===== src/rtl/rai_pkg.sv =====
package rai_pkg;
  // Decision taken on one cycle of framer input.
  typedef enum logic [1:0] {
    EV_IDLE  = 2'd0,
    EV_FLUSH = 2'd1,
    EV_TAKE  = 2'd2
  } rai_ev_e;

  typedef struct packed {
    rai_ev_e ev;
    logic    bit3;
  } rai_evt_t;
endpackage


===== src/rtl/rai_qualify.sv =====
module rai_qualify
  import rai_pkg::*;
(
  input  logic     vld,
  input  logic     is_fas,
  input  logic     bit3,
  input  logic     resync,
  output rai_evt_t evt
);
  always_comb begin
    evt.bit3 = bit3;
    if (resync)
      evt.ev = EV_FLUSH;
    else if (vld && !is_fas)
      evt.ev = EV_TAKE;
    else
      evt.ev = EV_IDLE;
  end
endmodule


===== src/rtl/rai_persist.sv =====
module rai_persist
  import rai_pkg::*;
#(
  parameter int RUN_LEN = 3,
  localparam int CW = $clog2(RUN_LEN + 1)
) (
  input  logic     clk,
  input  logic     rst_n,
  input  rai_evt_t evt,
  output logic     alarm
);
  localparam logic [CW-1:0] RUN_MAX = CW'(RUN_LEN);

  logic [CW-1:0] cnt_q, cnt_d;
  logic          val_q, val_d;
  logic          alm_q, alm_d;
  logic          en;

  always_comb begin
    cnt_d = cnt_q;
    val_d = val_q;
    alm_d = alm_q;
    en    = 1'b0;
    case (evt.ev)
      EV_FLUSH: begin
        en    = 1'b1;
        cnt_d = '0;
      end
      EV_TAKE: begin
        en = 1'b1;
        if ((cnt_q != '0) && (evt.bit3 == val_q)) begin
          if (cnt_q != RUN_MAX) cnt_d = cnt_q + 1'b1;
        end else begin
          val_d = evt.bit3;
          cnt_d = CW'(1);
        end
        if (cnt_d == RUN_MAX) alm_d = val_d;
      end
      default: en = 1'b0;
    endcase
  end

  always_ff @(posedge clk or negedge rst_n) begin
    if (!rst_n) begin
      cnt_q <= '0;
      val_q <= 1'b0;
      alm_q <= 1'b0;
    end else if (en) begin
      cnt_q <= cnt_d;
      val_q <= val_d;
      alm_q <= alm_d;
    end
  end

  assign alarm = alm_q;
endmodule


===== src/rtl/rai_sticky.sv =====
module rai_sticky (
  input  logic clk,
  input  logic rst_n,
  input  logic alarm,
  input  logic clr,
  output logic sticky
);
  logic prev_q, stk_q, stk_d, rise;

  always_comb begin
    rise  = alarm && !prev_q;
    stk_d = stk_q;
    if (clr)  stk_d = 1'b0;
    if (rise) stk_d = 1'b1;
  end

  always_ff @(posedge clk or negedge rst_n) begin
    if (!rst_n) begin
      prev_q <= 1'b0;
      stk_q  <= 1'b0;
    end else begin
      prev_q <= alarm;
      stk_q  <= stk_d;
    end
  end

  assign sticky = stk_q;
endmodule


===== src/rtl/rai_filter.sv =====
module rai_filter
  import rai_pkg::*;
#(
  parameter int RUN_LEN  = 3,
  parameter int SYNC_STG = 2
) (
  input  logic clk,
  input  logic rst_n,
  input  logic ts0_vld,
  input  logic ts0_is_fas,
  input  logic ts0_bit3,
  input  logic resync,
  input  logic host_clr,
  output logic rai_alarm,
  output logic rai_sticky
);
  logic [SYNC_STG-1:0] rs_q;
  logic                rst_sync_n;
  rai_evt_t            evt;

  always_ff @(posedge clk or negedge rst_n) begin
    if (!rst_n) rs_q <= '0;
    else        rs_q <= {rs_q[SYNC_STG-2:0], 1'b1};
  end
  assign rst_sync_n = rs_q[SYNC_STG-1];

  rai_qualify u_qual (
    .vld    (ts0_vld),
    .is_fas (ts0_is_fas),
    .bit3   (ts0_bit3),
    .resync (resync),
    .evt    (evt)
  );

  rai_persist #(.RUN_LEN(RUN_LEN)) u_pers (
    .clk   (clk),
    .rst_n (rst_sync_n),
    .evt   (evt),
    .alarm (rai_alarm)
  );

  rai_sticky u_stk (
    .clk    (clk),
    .rst_n  (rst_sync_n),
    .alarm  (rai_alarm),
    .clr    (host_clr),
    .sticky (rai_sticky)
  );
endmodule


===== config.mk =====
export PLATFORM = sky130hd
export DESIGN_NAME = rai_filter
export DESIGN_NICKNAME = d
export VERILOG_FILES = /design/src/rtl/rai_pkg.sv /design/src/rtl/rai_qualify.sv /design/src/rtl/rai_persist.sv /design/src/rtl/rai_sticky.sv /design/src/rtl/rai_filter.sv
export SDC_FILE = /design/constraint.sdc
export NUM_CORES = 1
export LEC_CHECK = 0
export BUFFER_PORTS_ARGS = -buffer_cell sky130_fd_sc_hd__clkbuf_2
export CAP_MARGIN = 20
export CORE_AREA = 4 4 41 43
export CTS_BUF_LIST = sky130_fd_sc_hd__clkbuf_8
export CTS_CLUSTER_DIAMETER = 100
export DETAILED_ROUTE_END_ITERATION = 12
export DIE_AREA = 0 0 45 47
export PLACE_DENSITY = 0.5
export REMOVE_ABC_BUFFERS = 1
export SETUP_SLACK_MARGIN = 0.05
export SLEW_MARGIN = 20
export SYNTH_ARGS = -nofsm -noshare
export SYNTH_HDL_FRONTEND = slang
export SYNTH_SLANG_ARGS = --single-unit

===== constraint.sdc =====
create_clock -name clk -period 0.8 [get_ports clk]
set_input_delay 0.08 -clock clk [delete_from_list [all_inputs] [get_ports clk]]
set_output_delay 0.08 -clock clk [all_outputs]
set_load 0.01 [all_outputs]

==> results_dict.tcl <==
set metrics [dict create \
    clk-insertion-delay-late_ps 220 \
    hp-class "in -> reg" \
    critPathMaxFanout 2 \
    period_share_pct 116 \
    dr.pass1.iters 1 \
    numClockSinks 8 \
    grt_usage_pct 7.98 \
    synth_mux_area_share_pct 0 \
    worstSetupPathType "reg -> out" \
    fin_nets 52 \
    synth-seq-cells 8 \
    cts_tree "built" \
    holdWs_ps 58.5 \
    synthAdderAreaFrac_pct 0 \
    maxSlewViolCount 0 \
    cp.required_ps 720 \
    grt_pass1_vias 282 \
    die_width_um 45 \
    synth-xor-area-share_pct 2.69 \
    die_y_um 47 \
    p_leak_uw 0.000241 \
    htree_levels 1 \
    cp_num_buf_inv 2 \
    ant_nets 0 \
    timing.final.ws_setup_ps -130 \
    slowest_delay_ps 390 \
    cp-startpoint "u_pers.alarm" \
    synth_area_leaders "dfrtp_1, a2bb2oi_2, and4bb_1, inv_1, a21oi_2" \
    wl_per_cell_um 11.7 \
    cp.arrival_ps 850 \
    ys_warn_count 0 \
    worst_setup_path_start_kind "register" \
    root_buffer "clkbuf_8" \
    via_per_inst 4.28 \
    area_delta_synth_final_pct 51.9 \
    yosys.area.top_type "dfrtp_1" \
    clock_skew_ps 4.66 \
    top_layer_used "met4" \
    crit_cells 2 \
    drive_above_1_share_pct 48.8 \
    synth_area_sq_um 325 \
    power.density_nw_per_um2 2060 \
    vias 248 \
    fillers 150 \
    synth_simple_gate_area_share_pct 12.3 \
    clk_pin_slew_ps 40 \
    antenna_found_initial 0 \
    port_buffers 8 \
    dieArea_sq_um 2120 \
    grt_max_degree 7 \
    dp_worst_setup_slack_ps -137 \
    grt_pass1_wl_um 1100 \
    path_cells "buf_6, buf_6" \
    cpMostUsedCell "buf_6" \
    ir_worst_vdd_uv 769 \
    routed-wl-met2_um 384 \
    post_cts_buffers 0 \
    rows 13 \
    antenna_cells 0 \
    wl_met1_um 250 \
    dp_hpwl_um 481 \
    cts_buffers 3 \
    placed_cells 54 \
    synth_top_family_by_area "compound AO/OA/AOI/OAI gates" \
    r2r_end "u_pers.alarm" \
    synth-seq-area-share_pct 61.5 \
    wl_met3_um 33 \
    wl_um 680 \
    hold_viol_final 0 \
    setup_viol 4 \
    post-route-min-period_ps 930 \
    gp_congestion 0.652 \
    max_freq_ghz 1.08 \
    violations "negative setup slack" \
    ioPinCount 9 \
    status "finished, violations left" \
    fin_cells 58 \
    r2r_start "u_pers.cnt_q[1]" \
    synthDistinctLibCells 17 \
    reg2regPathDepth 3 \
    drcViolationCount 0 \
    endpoint_kind "primary output" \
    crit_family "flip-flops" \
    drtIter0Drc 0 \
    rrSetupSlack_ps -120 \
    gr-total-overflow 0 \
    synth-compound-area-share_pct 18.8 \
    crit_end "rai_alarm" \
    core-area_sq_um 1300 \
    cap_violations 0 \
    clock_path_buffers 2 \
    syn_inst 27 \
    crit_slowest_cell "dfrtp_1" \
    yosysTopAreaCellShare_pct 61.5 \
    postSynthAreaPerCell_sq_um 12.0 \
    rsz0062_at_grt "yes" \
    start_util_pct 25.0 \
]
routing by layer:
| metal | track usage, % | vias up |
|---|---|---|
| met5 | 0 | - |
| met4 | 8.77 | 0 |
| met3 | 2.68 | 2 |
| met2 | 12.7 | 3 |
| met1 | 7.73 | 120 |
| li1 | - | 123 |
through the flow:
step           total power, uW  area, sq um  setup TNS (ps)  utilization (%)
6_report                  1020          494            -424             38.0
5_1_grt                   1070          494            -600             38.0
3_5_place_dp               536          414            -331             31.8
4_1_cts                   1030          482            -382             37.0
3_3_place_gp               533          414            -257             31.8
2_1_floorplan              488          325            -194                -
synth_stat cells:
library cell  count
a21oi_2           1
nand2_1           2
and2b_1           1
a31oi_1           1
o21ai_1           1
o21bai_1          1
inv_1             3
conb_1            1
and4bb_1          1
dfrtp_1           8
nor2_1            1
a211oi_1          1
or3b_1            1
o22ai_1           1
xor2_1            1
a2bb2oi_2         1
a21oi_1           1
cells in the final DEF, fill, tap and decap left out, types with 2 or more instances in the layout:
cell	n
dfrtp_1	8
buf_4	3
clkbuf_2	7
inv_1	2
buf_6	2
clkbuf_8	3
nand2_1	2
state kept, by name (all words and copies together), names as in the netlist:
register,cells
u_stk.prev_q,1
u_pers.val_q,1
u_pers.cnt_q,2
u_stk.sticky,1
u_pers.alarm,1
rs_q,2
power by group:
part           switching, uW  total, uW  internal, uW
clock network            142        467           324
logic                   45.8        105          59.1
registers               19.6        445           425
cell families after synthesis:
| group | after synthesis |
|---|---|
| and+or+nand+nor | 6 |
| buffers and inverters | 3 |
| xor gates and xnor gates | 1 |
| other | 1 |
| AOI/OAI and AO/OA | 8 |
| DFF | 8 |
worst min-delay path by stage:
stage	from	endpoint	slack, ps	cells past startpoint
final	host_clr	u_stk.sticky	60	2
after global routing	host_clr	u_stk.sticky	60	2
after CTS	host_clr	u_stk.sticky	40	2
after detailed placement	rst_n	rs_q[0]	-130	1
after global placement	rst_n	rs_q[0]	-130	1
after floorplan	rst_n	rs_q[0]	-220	0
repair_timing:
item,in CTS,in global routing
endpoints found under the setup margin,5,7
pin swaps,3,2
gates resized for setup,3,4
hold buffers,1,0
endpoints found under the hold margin,2,0
worst reg2reg max path: cells and delay by family, from the launching register on:
kind / cells / cell delay, ps
compound gates: 2 / 270
flops: 1 / 370
simple gates: 1 / 210
layout make-up:
cell class	count	area, sq um	share of cell area, %
Sequential cell	8	200	40.5
Clock buffer	3	41.3	8.35
Inverter	3	11.3	2.28
Multi-Input combinational cell	16	133	26.8
Timing Repair Buffer	13	90.1	18.2
Tap cell	15	18.8	3.80
Power figures use the tool's default switching activity.
